**config.mk**
```make
export PLATFORM = sky130hd
export DESIGN_NAME = cdr_lock_supervisor
export DESIGN_NICKNAME = d
export VERILOG_FILES = /design/src/rtl/cls_pkg.sv /design/src/rtl/cls_run_tracker.sv /design/src/rtl/cls_rate_window.sv /design/src/rtl/cls_source_fsm.sv /design/src/rtl/cdr_lock_supervisor.sv
export SDC_FILE = /design/constraint.sdc
export NUM_CORES = 1
export LEC_CHECK = 0
export CAP_MARGIN = 20
export CORE_MARGIN = 1
export CORE_UTILIZATION = 49
export CTS_BUF_LIST = sky130_fd_sc_hd__clkbuf_4
export CTS_CLUSTER_DIAMETER = 150
export DETAILED_ROUTE_END_ITERATION = 12
export DONT_BUFFER_PORTS = 1
export PLACE_DENSITY = 0.77
export SLEW_MARGIN = 15
export SYNTH_ARGS = -nofsm -noshare
export SYNTH_HDL_FRONTEND = slang
export SYNTH_SLANG_ARGS = --single-unit
export TNS_END_PERCENT = 1
```
**constraint.sdc**
```tcl
create_clock -name clk -period 3.01 [get_ports clk]
set_clock_uncertainty 0.1 [all_clocks]
set_input_delay 0.602 -clock clk [delete_from_list [all_inputs] [get_ports clk]]
set_output_delay 0.602 -clock clk [all_outputs]
set_load 0.02 [all_outputs]
```
**src/rtl/cls_pkg.sv**
```systemverilog
package cls_pkg;

    typedef enum logic {
        SRC_REF  = 1'b0,
        SRC_DATA = 1'b1
    } lock_src_e;

    typedef struct packed {
        lock_src_e src;
        logic      clean;
    } fsm_state_t;

endpackage

```
**src/rtl/cls_run_tracker.sv**
```systemverilog
module cls_run_tracker #(
    parameter int WORD_W    = 10,
    parameter int RUN_LIMIT = 120
) (
    input  logic              clk,
    input  logic              rst_n,
    input  logic [WORD_W-1:0] word_i,
    input  logic              word_vld_i,
    output logic              run_fail_o
);
    localparam int SUM_W = $clog2(RUN_LIMIT + WORD_W + 1);
    localparam logic [SUM_W-1:0] LIMIT_V = SUM_W'(RUN_LIMIT);

    typedef struct packed {
        logic [SUM_W-1:0] cnt;
        logic             last_bit;
        logic             fail;
    } run_state_t;

    run_state_t st_d, st_q;
    logic [SUM_W-1:0] lead, trail, head;
    logic             cont;

    always_comb begin
        st_d = st_q;
        lead = SUM_W'(WORD_W);
        for (int i = WORD_W - 1; i >= 1; i--) begin
            if (word_i[i] != word_i[0]) lead = SUM_W'(i);
        end
        trail = SUM_W'(WORD_W);
        for (int i = 0; i < WORD_W - 1; i++) begin
            if (word_i[i] != word_i[WORD_W-1]) trail = SUM_W'(WORD_W - 1 - i);
        end
        cont = (word_i[0] == st_q.last_bit) && (st_q.cnt != '0);
        head = cont ? (st_q.cnt + lead) : lead;
        if (word_vld_i) begin
            st_d.fail     = (head >= LIMIT_V);
            st_d.last_bit = word_i[WORD_W-1];
            if (lead == SUM_W'(WORD_W)) begin
                st_d.cnt = (head > LIMIT_V) ? LIMIT_V : head;
            end else begin
                st_d.cnt = trail;
            end
        end
    end

    always_ff @(posedge clk) begin
        if (!rst_n) begin
            st_q <= '0;
        end else begin
            st_q <= st_d;
        end
    end

    assign run_fail_o = st_q.fail;

    AST_RUN_CNT_SAT: assert property (@(posedge clk) disable iff (!rst_n)
        st_q.cnt <= LIMIT_V);
    AST_IDLE_WORD_NO_EFFECT: assert property (@(posedge clk) disable iff (!rst_n)
        !$past(word_vld_i) |-> ($stable(st_q.fail) && $stable(st_q.cnt)));
endmodule

```
**src/rtl/cls_rate_window.sv**
```systemverilog
module cls_rate_window #(
    parameter int WIN_REF = 25000,
    parameter int TOL_PPM = 200
) (
    input  logic clk,
    input  logic rst_n,
    input  logic div20_i,
    input  logic ref_tick_i,
    input  logic rec_tick_i,
    output logic win_done_o,
    output logic win_pass_o,
    output logic freq_fail_o
);
    localparam int REF_W   = (WIN_REF > 2) ? $clog2(WIN_REF) : 1;
    localparam int REC_CAP = 4 * WIN_REF;
    localparam int REC_W   = $clog2(REC_CAP + 1);

    localparam longint EXP_A = longint'(WIN_REF);
    localparam longint EXP_B = 2 * longint'(WIN_REF);
    localparam longint TOL_A = EXP_A * longint'(TOL_PPM) / 64'd1000000;
    localparam longint TOL_B = EXP_B * longint'(TOL_PPM) / 64'd1000000;
    localparam logic [REC_W-1:0] LO_A = REC_W'(EXP_A - TOL_A);
    localparam logic [REC_W-1:0] HI_A = REC_W'(EXP_A + TOL_A);
    localparam logic [REC_W-1:0] LO_B = REC_W'(EXP_B - TOL_B);
    localparam logic [REC_W-1:0] HI_B = REC_W'(EXP_B + TOL_B);
    localparam logic [REC_W-1:0] CAP_V = REC_W'(REC_CAP);
    localparam logic [REF_W-1:0] LAST_REF = REF_W'(WIN_REF - 1);

    typedef struct packed {
        logic [REF_W-1:0] ref_cnt;
        logic [REC_W-1:0] rec_cnt;
        logic             fail;
    } win_state_t;

    win_state_t st_d, st_q;
    logic [REC_W-1:0] total, lo, hi;

    always_comb begin
        st_d  = st_q;
        total = (st_q.rec_cnt == CAP_V) ? st_q.rec_cnt
                                        : st_q.rec_cnt + REC_W'(rec_tick_i);
        lo = div20_i ? LO_B : LO_A;
        hi = div20_i ? HI_B : HI_A;
        win_done_o = ref_tick_i && (st_q.ref_cnt == LAST_REF);
        win_pass_o = (total >= lo) && (total <= hi);
        if (win_done_o) begin
            st_d.ref_cnt = '0;
            st_d.rec_cnt = '0;
            st_d.fail    = !win_pass_o;
        end else begin
            st_d.ref_cnt = st_q.ref_cnt + REF_W'(ref_tick_i);
            st_d.rec_cnt = total;
        end
    end

    always_ff @(posedge clk) begin
        if (!rst_n) begin
            st_q.ref_cnt <= '0;
            st_q.rec_cnt <= '0;
            st_q.fail    <= 1'b1;
        end else begin
            st_q <= st_d;
        end
    end

    assign freq_fail_o = st_q.fail;

    AST_FREQ_ONLY_AT_CLOSE: assert property (@(posedge clk) disable iff (!rst_n)
        !$past(win_done_o) |-> $stable(st_q.fail));
    AST_REC_CNT_BOUND: assert property (@(posedge clk) disable iff (!rst_n)
        st_q.rec_cnt <= CAP_V);
endmodule

```
**src/rtl/cls_source_fsm.sv**
```systemverilog
module cls_source_fsm
    import cls_pkg::*;
(
    input  logic clk,
    input  logic rst_n,
    input  logic run_fail_i,
    input  logic freq_fail_i,
    input  logic win_done_i,
    input  logic win_pass_i,
    output logic lock_data_o
);
    fsm_state_t st_d, st_q;

    always_comb begin
        st_d       = st_q;
        st_d.clean = win_done_i ? 1'b1 : (st_q.clean && !run_fail_i);
        if (run_fail_i) begin
            st_d.src = SRC_REF;
        end else if (win_done_i) begin
            st_d.src = (st_q.clean && win_pass_i) ? SRC_DATA : SRC_REF;
        end
    end

    always_ff @(posedge clk) begin
        if (!rst_n) begin
            st_q.src   <= SRC_REF;
            st_q.clean <= 1'b1;
        end else begin
            st_q <= st_d;
        end
    end

    assign lock_data_o = (st_q.src == SRC_DATA) && !run_fail_i && !freq_fail_i;

    AST_PROMOTE_ON_CLEAN_CLOSE: assert property (@(posedge clk) disable iff (!rst_n)
        $rose(st_q.src == SRC_DATA) |-> $past(win_done_i && win_pass_i && st_q.clean));
    AST_RUN_FAIL_DEMOTES: assert property (@(posedge clk) disable iff (!rst_n)
        run_fail_i |=> (st_q.src == SRC_REF));
    AST_DIRTY_WINDOW_HOLDS_REF: assert property (@(posedge clk) disable iff (!rst_n)
        (!st_q.clean && !win_done_i) |=> (st_q.src == SRC_REF));
endmodule

```
**src/rtl/cdr_lock_supervisor.sv**
```systemverilog
module cdr_lock_supervisor #(
    parameter int WORD_W    = 10,
    parameter int RUN_LIMIT = 120,
    parameter int WIN_REF   = 25000,
    parameter int TOL_PPM   = 200
) (
    input  logic              clk,
    input  logic              rst_n,
    input  logic              div20_i,
    input  logic [WORD_W-1:0] word_i,
    input  logic              word_vld_i,
    input  logic              ref_tick_i,
    input  logic              rec_tick_i,
    output logic              lock_data_o,
    output logic              run_fail_o,
    output logic              freq_fail_o
);
    logic win_done, win_pass;

    cls_run_tracker #(
        .WORD_W    (WORD_W),
        .RUN_LIMIT (RUN_LIMIT)
    ) u_run (
        .clk        (clk),
        .rst_n      (rst_n),
        .word_i     (word_i),
        .word_vld_i (word_vld_i),
        .run_fail_o (run_fail_o)
    );

    cls_rate_window #(
        .WIN_REF (WIN_REF),
        .TOL_PPM (TOL_PPM)
    ) u_rate (
        .clk         (clk),
        .rst_n       (rst_n),
        .div20_i     (div20_i),
        .ref_tick_i  (ref_tick_i),
        .rec_tick_i  (rec_tick_i),
        .win_done_o  (win_done),
        .win_pass_o  (win_pass),
        .freq_fail_o (freq_fail_o)
    );

    cls_source_fsm u_fsm (
        .clk         (clk),
        .rst_n       (rst_n),
        .run_fail_i  (run_fail_o),
        .freq_fail_i (freq_fail_o),
        .win_done_i  (win_done),
        .win_pass_i  (win_pass),
        .lock_data_o (lock_data_o)
    );

    AST_LOCK_EXCLUDES_FAIL: assert property (@(posedge clk) disable iff (!rst_n)
        lock_data_o |-> (!run_fail_o && !freq_fail_o));
endmodule

```
==> flow_summary.ini, run 1 <==
[yosys]
synth.cell_area_mm2 = 0.00308
synth_async_sr_flop_share = 0
synth-warning-count = 0
dominantRegCellSynth = sky130_fd_sc_hd__dfxtp_1
ys_seq_elements = 45
synth.yosys.seq_area_share = 0.292
synthesis.instances = 380
postSynthNetCount = 416
synth_edf_count = 0
synthDistinctLibCells = 63
post_synth.cell_area_avg_um2 = 8.11

[floorplanning]
row_count = 28
die-width_um = 81.3
fp.coreArea_mm2 = 0.00599
die_height_um = 81.3
boundaryPins = 19
fp.dieArea_mm2 = 0.00661
start_util = 0.515

[detailed_routing]
via_per_inst = 5.77
final_antenna_net_count = 0
vias = 2818
routedWlPerCell_um = 14.8
detail_route.iter0.violations = 187
drt_wl_total_um = 7210
drt-pass1-iter-count = 4
drc = 0

[timing]
achievable-frequency_mhz = 336
holdWs_ns = 0.170
setup_viols_final = 0
hold_viol = 0
worst_slew_margin_rel = 0.635
timing.final.crit_share = 0.989
slew_viol_final = 0
worst-slew-pin-transition_ns = 0.544
timing.final.crit_period_ns = 2.98

[cts]
cts_buffer_depth = 2
tritoncts_clock_tree = yes
cts_made_buffers = 5
cts-htree-levels = 2
cts.root.buffer_cell = sky130_fd_sc_hd__clkbuf_4
cts.clk_slew.worst_paths_ns = 0.15
clock_latency_at_the_later_pin_of_the_worst_skew_pair_ns = 0.39
postCtsHoldBufs = 0
clock_sinks = 45

[global_routing]
grt_antenna_before_repair = 0
grt_start_max_net_pins = 17
grt_pass1_wl_um = 11800
grt_overflow_total = 0
grt_pass1_vias = 2693
track_usage = 0.228

[critical_path]
timing.reg2reg.setup_slack_ns = 0.03
cp_max_fo = 3
critPathLaunchType = register
worst_ep_required_ns = 3.21
timing_worst_setup_path_type = reg -> reg
worstSetupEndpointType = register
worst_ep_arrival_time_ns = 3.18

[finish]
antenna-diode-count = 0
proportion_of_layout_cells_with_a_drive_suffix_above_1 = 0.184
final_cell_area_mm2 = 0.00354
flow.area_growth_from_synthesis_pct = 14.9
fin_cells = 488
final-seq-area_um2 = 915
num-nets-final = 448
fillers = 524
combined_area_of_the_multi_input_logic_cells_mm2 = 0.00214

[power_and_ir_drop]
peakVddDrop_mv = 0.148
p_per_area_mw_per_mm2 = 308
power.static_leakage_uw = 0.00149

[placed_design]
dp_hpwl_um = 5470
gp_routability_congestion = 0.898
dp_cells = 478
placed_area_mm2 = 0.00338
port-buffer-count = 0

[flow_run]
timing.max_cap.violations = 0

[run_status]
status = finished, final reports clean

[min_path]
worstHoldPathType = in -> reg
## cells by family after synthesis
family	Yosys count	share of synthesized area
adder cells (fa/ha/maj)	20	0.0836
XOR/XNOR	30	0.0852
buffers and inverters	30	0.0442
AO/OA/AOI/OAI	66	0.140
multiplexers	7	0.0231
flip-flops	45	0.292
AND/OR/NAND/NOR	182	0.332
## cells in the mapped netlist (all sizes together), types with 5 or more instances
master | count | area (µm²)
a21oi | 18 | 90.1
and2 | 5 | 31.3
and3 | 12 | 81.3
buf | 7 | 50.0
dfxtp | 45 | 901
ha | 19 | 238
inv | 21 | 78.8
mux2i | 6 | 60.1
nand2 | 30 | 113
nand2b | 7 | 43.8
nand3 | 21 | 105
nand4 | 6 | 67.6
nor2 | 44 | 165
nor2b | 14 | 87.6
nor3 | 12 | 60.1
nor4 | 11 | 105
o21ai | 19 | 95.1
xnor2 | 14 | 123
xor2 | 16 | 140
## flip-flops by register name (all words and copies together), names as in the netlist
signal	flops
u_rate.st_q	32
u_rate.freq_fail_o	1
u_run.st_q	9
u_run.run_fail_o	1
u_fsm.st_q	2
## critical path: stages (launching register included)
cell and delay (ns):
sky130_fd_sc_hd__dfxtp_4 0.38, sky130_fd_sc_hd__buf_4 0.14, sky130_fd_sc_hd__nor4_4 0.26, sky130_fd_sc_hd__nand4_1 0.17, sky130_fd_sc_hd__or2_2 0.34, sky130_fd_sc_hd__nand2_1 0.11
sky130_fd_sc_hd__xnor2_2 0.14, sky130_fd_sc_hd__ha_1 0.27, sky130_fd_sc_hd__nor2b_1 0.13, sky130_fd_sc_hd__o21ai_0 0.14, sky130_fd_sc_hd__a221oi_2 0.32, sky130_fd_sc_hd__o2111ai_2 0.18
sky130_fd_sc_hd__o22a_1 0.20
## layout make-up
cell class / count / share of cell area
multi-input combinational: 305 / 0.603
sequential: 45 / 0.258
timing repair buffer: 34 / 0.0720
tap: 75 / 0.0265
inverter: 21 / 0.0222
clock buffer: 5 / 0.0106
clock inverter: 3 / 0.00706
## power breakdown
group	switching, µW	total [µW]	internal [µW]
Combinational	80.9	155	74.5
Sequential	8.58	614	605
Clock	226	323	97.1
## what timing repair did
item | CTS | global route
resized for setup | 2 | 20
pin swaps | 0 | 6
buffers inserted | 0 | 2
setup endpoints to repair | 1 | 2
## placed cells by master, fill, tap and decap left out, types with 13 or more instances in the layout
cell	netlist	layout
sky130_fd_sc_hd__a21oi_1	18	17
sky130_fd_sc_hd__buf_4	0	34
sky130_fd_sc_hd__dfxtp_1	45	36
sky130_fd_sc_hd__ha_1	19	17
sky130_fd_sc_hd__inv_1	21	21
sky130_fd_sc_hd__nand2_1	30	29
sky130_fd_sc_hd__nand3_1	21	20
sky130_fd_sc_hd__nor2_1	44	44
sky130_fd_sc_hd__nor2b_1	14	14
sky130_fd_sc_hd__o21ai_0	15	14
sky130_fd_sc_hd__xnor2_1	14	13
sky130_fd_sc_hd__xor2_1	16	16
## worst paths after layout
| path | startpoint | end | cells past startpoint |
|---|---|---|---|
| worst min register to register | u_fsm.st_q[1]$_SDFFE_PP0P_ | u_fsm.st_q[1]$_SDFFE_PP0P_ | 2 |
| worst max-delay path | u_rate.st_q[1]$_SDFF_PP0_ | u_rate.freq_fail_o$_SDFFE_PN1P_ | 12 |
| worst max register to register | u_rate.st_q[1]$_SDFF_PP0_ | u_rate.freq_fail_o$_SDFFE_PN1P_ | 12 |
| worst min-delay path | word_vld_i | u_run.st_q[9]$_SDFFE_PN0P_ | 1 |
## stage by stage
stage | setup WS (ns) | TNS (ns) | util | total power, µW
final | 0.0318 | 0 | 0.591 | 1090
after global routing | -0.117 | -0.173 | 0.591 | 1140
after CTS | 0.000889 | 0 | 0.575 | 1090
after detailed placement | -0.217 | -0.998 | 0.563 | 768
after global placement | -0.124 | -0.514 | 0.563 | 763
after floorplan | -0.0230 | -0.0230 | - | 734
## metal layers
layer | GRT usage | vias up | routed length, µm
li1 | - | 1416 | -
met3 | 0.0562 | 17 | 316
met5 | 0 | - | 0
met4 | 0.0857 | 0 | 170
met2 | 0.394 | 62 | 3530
met1 | 0.269 | 1323 | 3190
No activity file was read; power rests on OpenSTA's default activity.
==> run 2, diff against run 1 <==
- REMOVE_ABC_BUFFERS: default -> 1
==> run 2 against run 1 <==
Compared with the run above: global-route usage is 0.29 points lower; power is 3.8% higher; worst setup slack better by 0.094 ns; die area stayed put; wire length is 2.5% lower; non-clock buffer count is 1 higher; largest cell class unchanged; clock power is 16% higher; maximum frequency is 3.3% higher; critical path depth is 1 lower.
==> flow_summary.ini, run 2 (synthesis gave the netlist of run 1 again) <==
[flow_run]
timing.max_cap.violations = 0

[global_routing]
grt_pass1_vias = 2626
grt_pass1_wl_um = 11400
grt_antenna_before_repair = 0
grt_overflow_total = 0
track_usage = 0.225
grt_start_max_net_pins = 20

[finish]
top_regs = u_rate.st_q: 32 flops, u_run.st_q: 9 flops, u_fsm.st_q: 2 flops
combined_area_of_the_multi_input_logic_cells_mm2 = 0.00216
antenna-diode-count = 0
utilization = 0.600
num-nets-final = 449
fin_cells = 489
final-seq-area_um2 = 920
register_name_with_the_most_flops = u_rate.st_q
proportion_of_layout_cells_with_a_drive_suffix_above_1 = 0.196
fillers = 512
largest_register_ff_count = 32
layout.cells.most_common = sky130_fd_sc_hd__nor2_1
flow.area_growth_from_synthesis_pct = 16.6
layout.cells.most_common_list = sky130_fd_sc_hd__nor2_1, sky130_fd_sc_hd__dfxtp_1, sky130_fd_sc_hd__buf_4

[critical_path]
timing_worst_setup_path_type = reg -> reg
critPathLaunchType = register
cp_slowest_stage_delay_ns = 0.43
worstSetupEndpointType = register
cp_max_fo = 5
worst_ep_arrival_time_ns = 3.06
critical_path_buf_inv_count = 0
timing.critical_path.cells = nand4_4 > nor3_4 > and3_1 > xor2_1 > ha_1 > or3b_1 > or3_1 > and3_4 > a221oi_4 > o2111ai_2 > o22a_1
crit_path_top_delay_cell = sky130_fd_sc_hd__dfxtp_2
critical_path.top_delay_family = simple AND/OR/NAND/NOR gates
worst_ep_required_ns = 3.18

[power_and_ir_drop]
cellInternalPower_uw = 845
p_per_area_mw_per_mm2 = 315
p_comb_frac = 0.129
peakVddDrop_mv = 0.218
share_seq_of_total_power = 0.539
power.share.clock = 0.332
power.share.switching = 0.254
power.static_leakage_uw = 0.00148
power.net_switching_uw = 289

[timing]
worst-slew-pin-transition_ns = 0.559
setup_viols_final = 0
timing.final.crit_share = 0.958
timing.final.crit_period_ns = 2.88
final.setup.tns_ns = 0
achievable-frequency_mhz = 347
setup_repair_after_global_routing_missed_its_margin = true
worst_slew_margin_rel = 0.626
slew_viol_final = 0
hold_viol = 0

[placed_design]
dp_hpwl_um = 5350
dp_cells = 480
gp_routability_congestion = 0.909
port-buffer-count = 0

[cts]
cts_buffer_depth = 2
cts.root.buffer_cell = sky130_fd_sc_hd__clkbuf_4
cts-htree-levels = 2
postCtsHoldBufs = 0
clock_sinks = 45
cts.clk_slew.worst_paths_ns = 0.14
tritoncts_clock_tree = yes
clock_latency_at_the_later_pin_of_the_worst_skew_pair_ns = 0.36
cts_made_buffers = 5

[run_status]
status = finished, final reports clean

[detailed_routing]
routedWlPerCell_um = 14.4
vias = 2832
final_antenna_net_count = 0
via_per_inst = 5.79
drt_wl_total_um = 7030
detail_route.iter0.violations = 117
drt-pass1-iter-count = 5
drc = 0

[min_path]
worstHoldPathType = in -> reg

[floorplanning]
die_height_um = 81.3
start_util = 0.515
fp.coreArea_mm2 = 0.00599
die-width_um = 81.3
boundaryPins = 19
fp.dieArea_mm2 = 0.00661
row_count = 28
==> run 2: cell types whose count changed in the layout (fill, tap and decap cells not counted), moves of 2 or more <==
cell                      change
sky130_fd_sc_hd__dfxtp_4      +2
sky130_fd_sc_hd__nor2_2       +2
sky130_fd_sc_hd__nor2_1       -2
sky130_fd_sc_hd__inv_6        -2
sky130_fd_sc_hd__ha_2         +2
sky130_fd_sc_hd__dfxtp_2      -2
==> run 2: final cells by class <==
type | count | area share
clock buffer | 5 | 0.0104
clock inverter | 3 | 0.0115
inverter | 21 | 0.0219
multi-input combinational | 305 | 0.601
sequential | 45 | 0.256
tap | 75 | 0.0261
timing repair buffer | 35 | 0.0731
==> run 2: per-layer routing <==
layer	wire, µm	GRT usage	part of all wire
met4	124	0.0786	0.018
met2	3540	0.416	0.50
met5	0	0	0
met1	3080	0.260	0.44
met3	278	0.0337	0.040
==> run 2: worst paths after layout <==
kind / slack (ns) / end / startpoint / cells after the start
worst max-delay path: 0.13 / u_rate.freq_fail_o$_SDFFE_PN1P_ / u_rate.st_q[7]$_SDFF_PP0_ / 11
worst min-delay path: 0.19 / u_run.st_q[9]$_SDFFE_PN0P_ / word_vld_i / 1
worst max register to register: 0.13 / u_rate.freq_fail_o$_SDFFE_PN1P_ / u_rate.st_q[7]$_SDFF_PP0_ / 11
worst min register to register: 0.39 / u_fsm.st_q[0]$_SDFF_PP1_ / u_fsm.st_q[0]$_SDFF_PP1_ / 1
==> run 2: timing repair <==
action	4_1_cts	5_1_grt
buffers inserted	0	1
setup endpoints to repair	1	5
pin swaps	0	9
gates resized for setup	4	30
cloned	0	0
==> run 2: per-stage QoR <==
stage | cell area [µm²] | total power (µW) | setup slack [ns] | hold WS (ns)
after floorplan | 3030 | 722 | -0.164 | 0.331
after global placement | 3370 | 763 | -0.279 | 0.340
after detailed placement | 3370 | 766 | -0.263 | 0.353
after CTS | 3460 | 1140 | 0.0137 | 0.182
after global routing | 3590 | 1190 | -0.0262 | 0.167
final | 3590 | 1130 | 0.126 | 0.191
==> run 2: power by group through the flow <==
stage / clock (µW) / sequential (µW) / combinational [µW]
5_1_grt: 412 / 612 / 167
3_3_place_gp: 0 / 625 / 138
4_1_cts: 382 / 612 / 141
2_1_floorplan: 0 / 623 / 98.5
3_5_place_dp: 0 / 625 / 141
6_report: 376 / 611 / 147
==> run 3, diff against run 2 <==
- CTS_BUF_LIST: sky130_fd_sc_hd__clkbuf_4 -> default
==> run 3 against run 2 <==
Compared with the run above: sequential power is essentially flat; critical path type unchanged; largest power group unchanged; via count shrank 0.81%; first-iteration DRC count shrank 7.7%; clock power grew 30%.
==> flow_summary.ini, run 3 (synthesis gave the netlist of run 1 again) <==
[floorplanning]
die-width_um = 81.3
boundaryPins = 19
fp.dieArea_mm2 = 0.00661
start_util = 0.515
row_count = 28
die_height_um = 81.3
fp.coreArea_mm2 = 0.00599

[detailed_routing]
vias = 2809
drc = 0
detail_route.iter0.violations = 108
routedWlPerCell_um = 14.3
via_per_inst = 5.74
final_antenna_net_count = 0
drt_wl_total_um = 7010
drt-pass1-iter-count = 6

[global_routing]
grt_overflow_total = 0
grt_antenna_before_repair = 0
grt_pass1_wl_um = 11500
grt_pass1_vias = 2621
track_usage = 0.227
grt_start_max_net_pins = 20

[timing]
achievable-frequency_mhz = 346
setup_viols_final = 0
timing.final.crit_share = 0.960
worst-slew-pin-transition_ns = 0.554
setup_repair_after_global_routing_missed_its_margin = true
holdWs_ns = 0.256
timing.final.crit_period_ns = 2.89
worst_slew_margin_rel = 0.629
hold_viol = 0
slew_viol_final = 0

[critical_path]
timing.critical_path.cells = nand4_4 > nor3_4 > and3_1 > xor2_1 > ha_1 > or3b_1 > or3_1 > and3_4 > a221oi_4 > o2111ai_2 > o22a_1
cp_max_fo = 5
worstReg2RegEnd = u_rate.freq_fail_o$_SDFFE_PN1P_
crit_path_top_delay_cell = sky130_fd_sc_hd__dfxtp_2
worst_ep_required_ns = 3.12
worstSetupEndpointType = register
timing.reg2reg.setup_slack_ns = 0.12
startpoint = u_rate.st_q[6]$_SDFF_PP0_
timing.rr.start = u_rate.st_q[6]$_SDFF_PP0_
critical_path_buf_inv_count = 0
stages_on_worst_setup_path = 11
timing_worst_setup_path_type = reg -> reg
critical_path.top_delay_family = simple AND/OR/NAND/NOR gates
worst_ep_arrival_time_ns = 3.00
critPathLaunchType = register
worstSetupEndpoint = u_rate.freq_fail_o$_SDFFE_PN1P_
number_of_cells_traversed_by_the_worst_register_to_register_path = 11
cp_slowest_stage_delay_ns = 0.41

[finish]
layout.cells.most_common = sky130_fd_sc_hd__nor2_1
num-nets-final = 449
proportion_of_layout_cells_with_a_drive_suffix_above_1 = 0.198
top_regs = u_rate.st_q: 32 flops, u_run.st_q: 9 flops, u_fsm.st_q: 2 flops
fillers = 509
flow.area_growth_from_synthesis_pct = 17.7
antenna-diode-count = 0
register_name_with_the_most_flops = u_rate.st_q
utilization = 0.606
fin_cells = 489
largest_register_ff_count = 32
layout.cells.most_common_list = sky130_fd_sc_hd__nor2_1, sky130_fd_sc_hd__buf_4, sky130_fd_sc_hd__dfxtp_1

[placed_design]
port-buffer-count = 0
dp_hpwl_um = 5350
dp_cells = 480
gp_routability_congestion = 0.909

[cts]
clock_sinks = 45
tritoncts_clock_tree = yes
cts-htree-levels = 2
cts.clk_slew.worst_paths_ns = 0.09
cts_buffer_depth = 2
clock_latency_at_the_later_pin_of_the_worst_skew_pair_ns = 0.31
cts.root.buffer_cell = sky130_fd_sc_hd__clkbuf_8
cts_made_buffers = 5

[run_status]
status = finished, final reports clean

[min_path]
holdPathStages = 1
worstHoldPathType = in -> reg

[power_and_ir_drop]
peakVddDrop_mv = 0.191
design_power_total_uw = 1250
power.static_leakage_uw = 0.00150
p_per_area_mw_per_mm2 = 343

[flow_run]
timing.max_cap.violations = 0
-- run 3: what timing repair did --
item                                    in CTS  in global routing
hold buffers                                 0                  0
pin swaps                                    0                 10
gates resized for setup                      4                 30
buffers inserted                             0                  1
endpoints found under the setup margin       1                  7
-- run 3: worst min path at each step --
stage	to	from	slack [ns]
finish	u_run.st_q[9]$_SDFFE_PN0P_	word_vld_i	0.26
global route	u_run.st_q[9]$_SDFFE_PN0P_	word_vld_i	0.24
CTS	u_run.st_q[9]$_SDFFE_PN0P_	word_vld_i	0.25
detailed placement	u_fsm.st_q[0]$_SDFF_PP1_	u_fsm.st_q[0]$_SDFF_PP1_	0.35
global placement	u_fsm.st_q[0]$_SDFF_PP1_	u_fsm.st_q[0]$_SDFF_PP1_	0.34
floorplan	u_fsm.st_q[0]$_SDFF_PP1_	u_fsm.st_q[0]$_SDFF_PP1_	0.33
-- run 3: routing by layer --
metal / vias to the layer above / track usage / part of all wire
li1: 1415 / - / -
met3: 9 / 0.0506 / 0.039
met5: - / 0 / 0
met4: 0 / 0.0607 / 0.014
met1: 1326 / 0.261 / 0.44
met2: 59 / 0.417 / 0.50
-- run 3: cell type report --
class                           instances  area [µm²]  area share
Clock buffer                            6        82.6      0.0228
Sequential cell                        45         918       0.253
Clock inverter                          2        37.5      0.0103
Multi-Input combinational cell        305        2150       0.594
Tap cell                               75        93.8      0.0259
Timing Repair Buffer                   35         263      0.0724
Inverter                               21        78.8      0.0217
-- run 3: worst reg2reg max path: stages (launching register included) --
cell and delay (ns):
sky130_fd_sc_hd__dfxtp_2 0.41, sky130_fd_sc_hd__nand4_4 0.14, sky130_fd_sc_hd__nor3_4 0.23, sky130_fd_sc_hd__and3_1 0.20
sky130_fd_sc_hd__xor2_1 0.08, sky130_fd_sc_hd__ha_1 0.22, sky130_fd_sc_hd__or3b_1 0.36, sky130_fd_sc_hd__or3_1 0.33
sky130_fd_sc_hd__and3_4 0.20, sky130_fd_sc_hd__a221oi_4 0.18, sky130_fd_sc_hd__o2111ai_2 0.15, sky130_fd_sc_hd__o22a_1 0.20
-- run 3: report_power, final --
group	leakage, µW	switching, µW	total (µW)	internal [µW]
logic	0.00107	76.2	147	71.3
clock network	0.0000574	217	487	270
registers	0.000369	8.35	611	602
-- run 3: through the flow --
step,instance area (µm²),setup WS (ns),TNS [ns]
3_5_place_dp,3370,-0.263,-1.25
4_1_cts,3500,0.0152,0
5_1_grt,3630,-0.0314,-0.0314
6_report,3630,0.120,0
3_3_place_gp,3370,-0.279,-0.931
2_1_floorplan,3030,-0.164,-0.239
